### config.mk
export PLATFORM = sky130hd
export DESIGN_NAME = dma_evt_gate
export DESIGN_NICKNAME = d
export VERILOG_FILES = /design/src/rtl/dma_evt_gate.sv
export SDC_FILE = /design/constraint.sdc
export NUM_CORES = 1
export LEC_CHECK = 0
export BUFFER_PORTS_ARGS = -buffer_cell sky130_fd_sc_hd__buf_2
export CELL_PAD_IN_SITES_DETAIL_PLACEMENT = 1
export CELL_PAD_IN_SITES_GLOBAL_PLACEMENT = 1
export CORE_ASPECT_RATIO = 0.9
export CORE_MARGIN = 2
export CORE_UTILIZATION = 36
export CTS_CLUSTER_SIZE = 40
export DETAILED_ROUTE_END_ITERATION = 12
export HOLD_SLACK_MARGIN = 0.05
export PLACE_DENSITY_LB_ADDON = 0.1
export SETUP_SLACK_MARGIN = 0.4
export SYNTH_ARGS = -nofsm -noshare
export SYNTH_HDL_FRONTEND = slang
export SYNTH_SLANG_ARGS = --single-unit
### constraint.sdc
create_clock -name clk_i -period 3.65 [get_ports clk_i]
set_input_delay 1.095 -clock clk_i [delete_from_list [all_inputs] [get_ports clk_i]]
set_output_delay 1.095 -clock clk_i [all_outputs]
set_load 0.01 [all_outputs]
### src/rtl/dma_evt_gate.sv
module dma_evt_gate #(
  parameter int NCH    = 16,
  parameter int AW     = 8,
  parameter int DW     = 32,
  parameter logic [AW-1:0] OFF_PEND = 8'h10,
  parameter logic [AW-1:0] OFF_EN   = 8'h14,
  parameter logic [AW-1:0] OFF_CLR  = 8'h18,
  parameter logic [AW-1:0] OFF_SET  = 8'h1C
) (
  input  logic                   clk_i,
  input  logic                   rst_ni,
  input  logic [NCH-1:0]         evt_i,
  input  logic                   reg_we_i,
  input  logic [AW-1:0]          reg_addr_i,
  input  logic [DW-1:0]          reg_wdata_i,
  output logic [DW-1:0]          reg_rdata_o,
  output logic                   req_valid_o,
  output logic [$clog2(NCH)-1:0] req_chan_o,
  input  logic                   req_ready_i
);
  localparam int IW = $clog2(NCH);

  logic [NCH-1:0] sync1_q, sync2_q, sync3_q, pend_q, en_q;
  logic [NCH-1:0] edge_det, elig, grant, clr_mask, set_mask;
  logic [NCH-1:0] lo_mask;
  logic           set_hit, clr_hit, en_hit;

  assign edge_det = sync2_q & ~sync3_q;
  assign set_hit  = reg_we_i && (reg_addr_i == OFF_SET);
  assign clr_hit  = reg_we_i && (reg_addr_i == OFF_CLR);
  assign en_hit   = reg_we_i && (reg_addr_i == OFF_EN);
  assign set_mask = set_hit ? reg_wdata_i[NCH-1:0] : '0;
  assign clr_mask = clr_hit ? reg_wdata_i[NCH-1:0] : '0;
  assign elig     = pend_q & en_q;

  always_ff @(posedge clk_i or negedge rst_ni) begin
    if (!rst_ni) begin
      sync1_q <= '0;
      sync2_q <= '0;
      sync3_q <= '0;
    end else begin
      sync1_q <= evt_i;
      sync2_q <= sync1_q;
      sync3_q <= sync2_q;
    end
  end

  always_comb begin
    req_valid_o = 1'b0;
    req_chan_o  = '0;
    for (int i = NCH - 1; i >= 0; i--) begin
      if (elig[i]) begin
        req_valid_o = 1'b1;
        req_chan_o  = IW'(i);
      end
    end
  end

  always_comb begin
    grant = '0;
    if (req_valid_o && req_ready_i) grant[req_chan_o] = 1'b1;
  end

  always_ff @(posedge clk_i or negedge rst_ni) begin
    if (!rst_ni) begin
      pend_q <= '0;
      en_q   <= '0;
    end else begin
      pend_q <= (pend_q & ~clr_mask & ~grant) | edge_det | set_mask;
      if (en_hit) en_q <= reg_wdata_i[NCH-1:0];
    end
  end

  always_comb begin
    reg_rdata_o = '0;
    if (reg_addr_i == OFF_PEND)    reg_rdata_o[NCH-1:0] = pend_q;
    else if (reg_addr_i == OFF_EN) reg_rdata_o[NCH-1:0] = en_q;
  end

  always_comb begin
    lo_mask = '0;
    for (int i = 0; i < NCH; i++)
      if (IW'(i) < req_chan_o) lo_mask[i] = 1'b1;
  end

  p_lowest_first_r9: assert property (@(posedge clk_i) disable iff (!rst_ni)
    req_valid_o |-> (pend_q[req_chan_o] && en_q[req_chan_o] && ((pend_q & en_q & lo_mask) == '0)));

  p_set_write_lands_r7: assert property (@(posedge clk_i) disable iff (!rst_ni)
    set_hit |=> ((pend_q & $past(reg_wdata_i[NCH-1:0])) == $past(reg_wdata_i[NCH-1:0])));

  p_edge_latched_r3: assert property (@(posedge clk_i) disable iff (!rst_ni)
    (edge_det != '0) |=> ((pend_q & $past(edge_det)) == $past(edge_det)));

  p_never_lost_r4: assert property (@(posedge clk_i) disable iff (!rst_ni)
    (!clr_hit && !(req_valid_o && req_ready_i)) |=> (($past(pend_q) & ~pend_q) == '0));

  p_accept_clears_r10: assert property (@(posedge clk_i) disable iff (!rst_ni)
    (req_valid_o && req_ready_i && !set_hit && !edge_det[req_chan_o]) |=> !pend_q[$past(req_chan_o)]);
endmodule

==> results.md, run 1 <==
* Ratio of total power to cell area at 467 nW/um^2
* Gr usage total at 0.169
* #FFs+latches synth at 80
* CTS tree: yes
* Chip Height at 95.7 um
* WHS at around 0.35 ns
* Slew @ Worst Pin at approximately 1.0 ns
* # H-tree levels at 3
* RSZ-0062 raised after global routing: yes
* Worst clock skew at 0.0117 ns
* Total routed wirelength at around 8000 um
* DIE AREA at 10,100 um^2
* Slew Limit Fails at 0
* Pwr Total at about 1.9 mW
* Synth Instances at ~290
* Routed Antenna Nets at 0
* Placed cells at 479
* Violated checks: setup timing
* Final cycle utilization of the critical path at 1.03
* Setup WS pre-CTS at -0.135 ns
* Pin count of the biggest net entering global routing at between 80 and 90
* Clk slew on worst S/H paths at ~0.09 ns
* Synth area leaders: dfrtp_1, nand2_1, a22o_1, mux2_4, buf_4
* Area share of the largest cell type after synthesis at 0.595
* CTS buffer count at 9
* Post-synth EDFFs at 0
* Status: finished with violations
* CTS max path bufs at 2
* Setup crit end kind: primary output
* Root buf cell: clkbuf_8
* Ys flop type: dfrtp_1
* Setup_tns at -1.43 ns
* # fillers at 1,010
* Boundary pin count at between 90 and 100
* CP Max Fanout at 8
* Maximum VDD drop at between 0.00015 and 0.0002 V
* GRT Residual Overflow at 0
* Final worst path period need at ~3.8 ns
* Most common library cells after synthesis: dfrtp_1, nand2_1, a22o_1
* Final nets at ~430
* Non-Filler Instances at just under 500
* Clock Latency Late Sink at ~0.36 ns
* Critical Path AT at about 2.7 ns
* Final hold vios at 0
* Post-synth top area cell: dfrtp_1
* Number of remaining DRC errors at 0
* Routed vias/inst at between 5 and 6
* Distinct cell type count after synthesis at 38
* Wire length per cell at 16.2 um
* Hold crit path type: reg -> reg
* Max Cap Viol at 0
* TritonRoute pass-1 iters at 4
* Initial DRC Count at 52
* Rows at 33
* Final Setup Violations at 16
* Core Util, Final at 0.450
* Avg Cell Area, Syn at 11.8 um^2
* Fin worst setup slack at -0.113 ns
* Placed Area at a little under 4000 um^2
* Worst setup SP type: input pin
* Vias in the first global route at 2,573
* Worst Path Required at around 2.6 ns
* Post-Layout Inst Area at around 4100 um^2
* Area grow syn2layout at 21.6%
* FFs w/ async S/R, synth at 1.00
* Kind of critical path: in -> out
* Synthesized area at roughly 3400 um^2
* Vias post-DR at about 2,500
* Clock sink count at 80
* Share of cells above drive strength 1 at 0.314
* GP Congestion at just under 0.8
* Detailed Place HPWL at 5890 um
* Most frequent cell after synthesis: dfrtp_1
* Initial antenna violation count at 0
* Die width at 106 um
* Port-buffer cells at 64
* Initial core utilization at 0.370
* Max frequency at about 270 MHz
* # diodes at 0
* First-pass GRT wire length at ~13,000 um
* Core area at between 9000 and 10,000 um^2
* Max transition margin at 0.331
* Register area share after synthesis at 0.595
* Ys Warns at 0
* Lkg Pwr at ~2 nW
-- per-layer routing --
| layer | vias up | GRT usage | part of all wire |
|---|---|---|---|
| met5 | - | 0 | 0 |
| met4 | 0 | 0.0592 | 0.016 |
| met3 | 16 | 0.0515 | 0.054 |
| met2 | 68 | 0.277 | 0.48 |
| met1 | 1261 | 0.214 | 0.45 |
| li1 | 1159 | - | - |
-- path summary, 6_finish.rpt --
check	from	end	slack, ns	cells past startpoint
worst min register to register	sync1_q[2]	sync2_q[2]	0.35	0
worst max-delay path	reg_addr_i[7]	reg_rdata_o[11]	-0.11	7
worst max register to register	pend_q[7]	pend_q[11]	1.37	6
worst min-delay path	sync1_q[2]	sync2_q[2]	0.35	0
max in group asynchronous	rst_ni	sync3_q[1]	2.09	1
min in group asynchronous	rst_ni	sync2_q[5]	0.88	1
-- cell type report --
cell class | count | area [um^2] | share of cell area
Sequential cell | 80 | 2000 | 0.489
Tap cell | 122 | 153 | 0.0373
Multi-Input combinational cell | 193 | 1260 | 0.307
Inverter | 6 | 22.5 | 0.00550
Clock buffer | 11 | 151 | 0.0370
Clock inverter | 4 | 52.6 | 0.0128
Timing Repair Buffer | 79 | 453 | 0.111
-- registers in the layout, summed over array words and instances, names as in the netlist --
| name | cells |
|---|---|
| en_q | 16 |
| pend_q | 16 |
| sync1_q | 16 |
| sync2_q | 16 |
| sync3_q | 16 |
-- placed cells by master (no fill, tap or decap), types with 2 or more instances in the layout --
cell and n:
o311ai_0 7, buf_6 4, buf_2 62, a221o_1 4
nand3_1 6, a31oi_1 6, a22o_1 18, o21ai_0 7
nand2b_1 2, conb_1 16, a22oi_1 8, mux2_2 6
nor2b_1 12, nor2_1 5, a21oi_1 16, dfrtp_1 80
buf_4 13, nand2_1 47, o211ai_1 2, mux2_4 10
clkbuf_8 11, inv_1 6, and2_1 5
-- worst max-delay path, cell delays in order --
cell and delay, ns:
buf_6 0.09, or4_4 0.53, or2_4 0.27, nor3b_4 0.22
buf_6 0.17, a22o_1 0.16, buf_2 0.13
-- power by group --
part | total, mW | internal (mW) | switching, mW
sequential | 0.980 | 0.940 | 0.0402
combinational | 0.261 | 0.107 | 0.154
clock | 0.670 | 0.352 | 0.318
-- timing repair --
item	in CTS	in global routing
hold buffers	0	0
pin swaps	5	1
buffers inserted	0	1
resized for setup	4	0
setup endpoints to repair	16	16
-- logic make-up after synthesis --
| logic type | share of synthesized area |
|---|---|
| simple gates | 0.132 |
| flops | 0.595 |
| compound gates | 0.155 |
| buf+inv | 0.0524 |
| mux | 0.0647 |
| other cells | 0.00111 |
Power figures use the tool's default switching activity.
==> inputs of run 2 (changes only) <==
Settings changed: CORE_UTILIZATION 36 to 25, PLACE_DENSITY set to 0.53, PLACE_DENSITY_LB_ADDON 0.1 to unset.
==> run 2 against run 1 <==
Effect of this change: the run still ends with setup timing left; die area grew 42%; critical path depth stayed put; clock power up 31%; non-clock buffer count shrank 2; critical path type unchanged; largest power group unchanged; highest routed layer unchanged.
==> results.md, run 2 (same netlist as run 1, synthesis figures left out) <==
* Status: finished with violations
* Violated checks: setup timing
* Met3 Usage GRT at 0.0393 (-0.0122)
* CTS max path bufs at 2 (unchanged)
* Endpoint, Worst Hold: sync2_q[9]
* Hold Crit Depth at 0 (unchanged)
* Pwr Total at 2.13 mW (+11%)
* First-pass GRT wire length at 14,400 um (+11%)
* Clk network pwr share at 0.412 (+0.061)
* Max frequency at 263 MHz (-1.2%)
* Critical R2R Capture: pend_q[11]
* Hold crit path type: reg -> reg
* # H-tree levels at 3 (unchanged)
* Critical path's slowest cell: or4_4
* # diodes at 0 (unchanged)
* Setup crit end kind: primary output
* Root buf cell: clkbuf_16
* R2R cell count at 6 (unchanged)
* Worst clock skew at 0.0101 ns (-0.00156 ns)
* Initial antenna violation count at 0 (unchanged)
* Crit path largest cell delay at 0.53 ns (about the same)
* Number of remaining DRC errors at 0 (unchanged)
* Share of cells above drive strength 1 at 0.306 (-0.00722)
* Reg2Reg Setup Slack at 1.39 ns (+0.02 ns)
* Final Setup Violations at 16 (unchanged)
* Chip Height at 114 um (+19%)
* Initial DRC Count at 130 (+150%)
* Most used cell, CP: buf_6
* Routed Antenna Nets at 0 (unchanged)
* GP Congestion at 0.781 (-1.8%)
* RSZ-0062 raised after global routing: yes
* Boundary pin count at 97 (unchanged)
* Maximum VDD drop at 0.000209 V (+13%)
* GR Util met2 at 0.203 (-0.0737)
* TritonRoute pass-1 iters at 4 (unchanged)
* Gr usage total at 0.131 (-0.0376)
* Final worst path period need at 3.81 ns (+0.0459 ns)
* P_sw at 0.548 mW (+6.8%)
* Clk slew on worst S/H paths at 0.06 ns (-0.03 ns)
* GRT Residual Overflow at 0 (unchanged)
* Pint at 1.58 mW (+13%)
* Kind of critical path: in -> out
* Launch point of the worst reg-to-reg path: pend_q[7]
* Slew Limit Fails at 0 (unchanged)
* Critical Path AT at 2.71 ns (+0.04 ns)
* Vias post-DR at 2,492 (-0.48%)
* Initial core utilization at 0.254 (-0.117)
* Commonest non-fill, non-tap cell in the layout: dfrtp_1
* DIE AREA at 14,400 um^2 (+42%)
* Ratio of total power to cell area at 502 nW/um^2 (+7.5%)
* Routed vias/inst at 4.61 (-8.8%)
* Setup WS pre-CTS at -0.164 ns (-0.0294 ns)
* Vias in the first global route at 2,662 (+3.5%)
* Wire length per cell at 16.3 um (+0.76%)
* Slew @ Worst Pin at 1.02 ns (+0.0179 ns)
* Final cycle utilization of the critical path at 1.04 (+0.0126)
* Net Sw Frac at 0.258 (-0.0106)
* Worst setup SP type: input pin
* Global Route met1 Usage at 0.175 (-0.0389)
* Commonest non-fill, non-tap cells in the layout: dfrtp_1, buf_2, nand2_1, a22o_1
* CTS tree: yes
* Max Cap Viol at 0 (unchanged)
* Combinational power share at 0.125 (-0.012)
* Hold path start: sync1_q[9]
* Area grow syn2layout at 25.8%
* CTS buffer count at 9 (unchanged)
* Die width at 126 um (+19%)
* Rows at 40 (+21%)
* Port-buffer cells at 64 (unchanged)
* Pin count of the biggest net entering global routing at 81 (unchanged)
* Core area at 13,300 um^2 (+46%)
* Final hold vios at 0 (unchanged)
* Fin worst setup slack at -0.159 ns (-0.0459 ns)
* CP Max Fanout at 17 (+9)
* GRT Max-Usage Layer: met2
* Lkg Pwr at 1.98 nW (+1.5%)
* Detailed Place HPWL at 6450 um (+9.5%)
* Max transition margin at 0.319 (-0.0120)
* Total routed wirelength at 8820 um (+9.9%)
* WHS at 0.346 ns (-0.00142 ns)
* Crit-path cells: buf_6 -> or4_4 -> or2_4 -> nor3b_4 -> buf_12 -> a22o_1 -> buf_6
* Clock Latency Late Sink at 0.34 ns (-0.02 ns)
* Seq pwr share at 0.462 (-0.051)
* Worst Path Required at 2.55 ns (about the same)
* Clock sink count at 80 (unchanged)
* Final nets at 427 (-0.47%)
[run 2: changes by cell type in the layout (fill, tap and decap cells not counted), sizes merged]
| cell | previous run | this run |
|---|---|---|
| buf | 79 | 77 |
| clkinv | 2 | 4 |
| inv | 7 | 6 |
[run 2: per-stage QoR]
step	utilization	instances	TNS, ns	area [um^2]
detailed placement	0.295	523	-2.34	3920
global route	0.319	540	-3.05	4230
global placement	0.295	523	-2.28	3920
floorplan	-	301	-0.733	3440
CTS	0.318	539	-2.28	4210
finish	0.319	540	-2.01	4230
[run 2: critical path, delay by kind of cell]
| kind | cells | cell delay (ns) |
|---|---|---|
| compound gates | 1 | 0.19 |
| buf+inv | 3 | 0.39 |
| simple gates | 3 | 1.03 |
[run 2: routing by layer]
metal / vias up / part of all wire
li1: 1157 / -
met1: 1245 / 0.46
met2: 76 / 0.46
met3: 14 / 0.058
met4: 0 / 0.017
met5: - / 0
[run 2: power by group through the flow]
stage | sequential, mW | combinational, mW | clock (mW)
final | 0.983 | 0.266 | 0.877
after detailed placement | 0.999 | 0.271 | 0
after global placement | 0.996 | 0.268 | 0
after global routing | 0.991 | 0.299 | 0.944
after CTS | 0.983 | 0.273 | 0.909
after floorplan | 0.986 | 0.147 | 0
[run 2: area by class of cell]
cell class / instances / area [um^2]
fill: 1507 / 9030
sequential: 80 / 2000
multi-input combinational: 193 / 1260
timing repair buffer: 77 / 452
clock buffer: 11 / 233
tap: 168 / 210
clock inverter: 5 / 57.6
inverter: 6 / 22.5
[run 2: repair_timing]
item                                    CTS  global route
buffers inserted                          0             1
endpoints found under the setup margin   16            16
hold buffers                              0             0
gates resized for setup                   1             2
[run 2: worst max-delay path by stage]
stage	endpoint	slack (ns)	depth (start not counted)	start
2_1_floorplan	reg_rdata_o[11]	-0.07	5	reg_addr_i[7]
6_report	reg_rdata_o[14]	-0.16	7	reg_addr_i[7]
5_1_grt	reg_rdata_o[14]	-0.22	7	reg_addr_i[7]
4_1_cts	reg_rdata_o[12]	-0.16	7	reg_addr_i[7]
3_5_place_dp	reg_rdata_o[9]	-0.16	7	reg_addr_i[7]
3_3_place_gp	reg_rdata_o[14]	-0.16	7	reg_addr_i[7]
==> inputs of run 3 (changes only) <==
Settings changed: CORE_UTILIZATION 25 to 36, PLACE_DENSITY 0.53 to 0.72.
==> run 3 against run 2 <==
Effect of this change: non-clock buffer count did not move; maximum frequency increased by 0.55%; wire length down 6.8%; clock power is 9.4% lower; the flow still finishes with violations (setup timing); global-route usage increased by 4.4 points; setup slack better by 0.021 ns; via count down 0.12%; sequential power barely moved.
==> results.md, run 3 (same netlist as run 1, synthesis figures left out) <==
* Max transition margin at 0.362 (+0.0426)
* Initial core utilization at 0.370 (+0.117)
* Detailed Place HPWL at 5970 um (-7.4%)
* Initial antenna violation count at 0 (unchanged)
* Area grow syn2layout at 22.6%
* GRT Residual Overflow at 0 (unchanged)
* Commonest non-fill, non-tap cells in the layout: dfrtp_1, buf_2, nand2_1, a22o_1
* Clk slew on worst S/H paths at 0.08 ns (+0.02 ns)
* Routed Antenna Nets at 0 (unchanged)
* Commonest non-fill, non-tap cell in the layout: dfrtp_1
* Critical Path AT at 2.69 ns (-0.02 ns)
* Maximum VDD drop at 0.000211 V (+1.3%)
* Launch point of the worst reg-to-reg path: pend_q[1]
* Rows at 33 (-18%)
* Pwr Total at 2.04 mW (-4.1%)
* Share of cells above drive strength 1 at 0.315 (+0.00806)
* Status: finished with violations
* Max Cap Viol at 0 (unchanged)
* Hold path start: sync1_q[15]
* Slew @ Worst Pin at 0.958 ns (-0.0639 ns)
* Vias in the first global route at 2,643 (-0.71%)
* GP Congestion at 0.837 (+7.1%)
* Chip Height at 95.7 um (-16%)
* Slew Limit Fails at 0 (unchanged)
* Clock Latency Late Sink at 0.35 ns (about the same)
* Post-Layout Inst Area at 4130 um^2 (-2.5%)
* Vias post-DR at 2,489 (-0.12%)
* Gr usage total at 0.175 (+0.0437)
* Violated checks: setup timing
* RSZ-0062 raised after global routing: yes
* Max frequency at 264 MHz (+0.55%)
* Pin count of the biggest net entering global routing at 81 (unchanged)
* Die width at 106 um (-16%)
* Final worst path period need at 3.79 ns (-0.0208 ns)
* Core Util, Final at 0.454 (+0.135)
* Final nets at 427 (unchanged)
* Core area at 9080 um^2 (-32%)
* Final Setup Violations at 16 (unchanged)
* Root buf cell: clkbuf_8
* TritonRoute pass-1 iters at 5 (+1)
* Lkg Pwr at 1.97 nW (-0.93%)
* Critical path startpoint: reg_addr_i[7]
* Final hold vios at 0 (unchanged)
* Placed Area at 3850 um^2 (-1.8%)
* Wire length per cell at 16.7 um (+1.9%)
* Number of remaining DRC errors at 0 (unchanged)
* Worst clock skew at 0.00443 ns (-0.00572 ns)
* CTS max path bufs at 2 (unchanged)
* # diodes at 0 (unchanged)
* CTS buffer count at 9 (unchanged)
* Ratio of total power to cell area at 494 nW/um^2 (-1.6%)
* Final cycle utilization of the critical path at 1.04 (-0.00571)
* Routed vias/inst at 5.04 (+9.2%)
* Initial DRC Count at 50 (-62%)
* CTS tree: yes
* # fillers at 1,011 (-33%)
* Worst Path Required at 2.55 ns (about the same)
* Setup WS pre-CTS at -0.156 ns (+0.00784 ns)
* Kind of critical path: in -> out
* # H-tree levels at 3 (unchanged)
* CP Max Fanout at 9 (-8)
* Boundary pin count at 97 (unchanged)
* Fin worst setup slack at -0.139 ns (+0.0208 ns)
* Clock sink count at 80 (unchanged)
* First-pass GRT wire length at 13,300 um (-7.4%)
* DIE AREA at 10,100 um^2 (-30%)
* Hold crit path type: reg -> reg
* Port-buffer cells at 64 (unchanged)
* Setup crit end kind: primary output
* Worst setup SP type: input pin
* Total routed wirelength at 8230 um (-6.8%)
[run 3: area by class of cell]
type	count	area, um^2	share of cell area
repair buffers	77	434	0.105
multi-input cells	193	1260	0.306
well taps	122	153	0.0370
clock inverters	5	103	0.0249
clock buffers	11	151	0.0367
inverters	6	22.5	0.00546
flip-flops and latches	80	2000	0.485
[run 3: power by group]
part | total, mW | leakage [nW] | switching [mW] | internal [mW]
clock network | 0.795 | 0.126 | 0.305 | 0.490
registers | 0.982 | 0.925 | 0.0423 | 0.940
logic | 0.262 | 0.915 | 0.159 | 0.104
[run 3: repair_timing]
item / in CTS / in global routing
resized for setup: 3 / 1
gates cloned: 0 / 0
pin swaps: 7 / 2
endpoints found under the setup margin: 16 / 17
hold buffers: 0 / 0
setup buffers: 1 / 0
[run 3: metrics by stage]
step                      hold slack, ns  TNS [ns]  cells
final                              0.352     -1.63    494
after global routing               0.355     -2.50    494
after CTS                          0.353     -1.79    494
after detailed placement           0.336     -2.02    477
after global placement             0.333     -1.85    477
after floorplan                    0.331    -0.733    301
[run 3: critical path, cell delays in order]
cell,delay (ns)
buf_6,0.09
or4_4,0.53
or2_4,0.27
nor3b_4,0.23
buf_6,0.18
a22o_1,0.16
buf_2,0.14
[run 3: path summary, 6_finish.rpt]
kind                                         to  slack (ns)  cells after the start
worst min register to register      sync2_q[15]        0.35                      0
worst max register to register       pend_q[11]        1.36                      6
worst min-delay path                sync2_q[15]        0.35                      0
min in group asynchronous           sync3_q[14]        0.89                      1
max in group asynchronous             pend_q[4]        2.14                      1
worst max-delay path            reg_rdata_o[13]       -0.14                      7
[run 3: layer usage]
layer | share of wire | GRT usage
met1 | 0.45 | 0.218
met2 | 0.49 | 0.296
met3 | 0.049 | 0.0528
met4 | 0.016 | 0.0548
met5 | 0 | 0
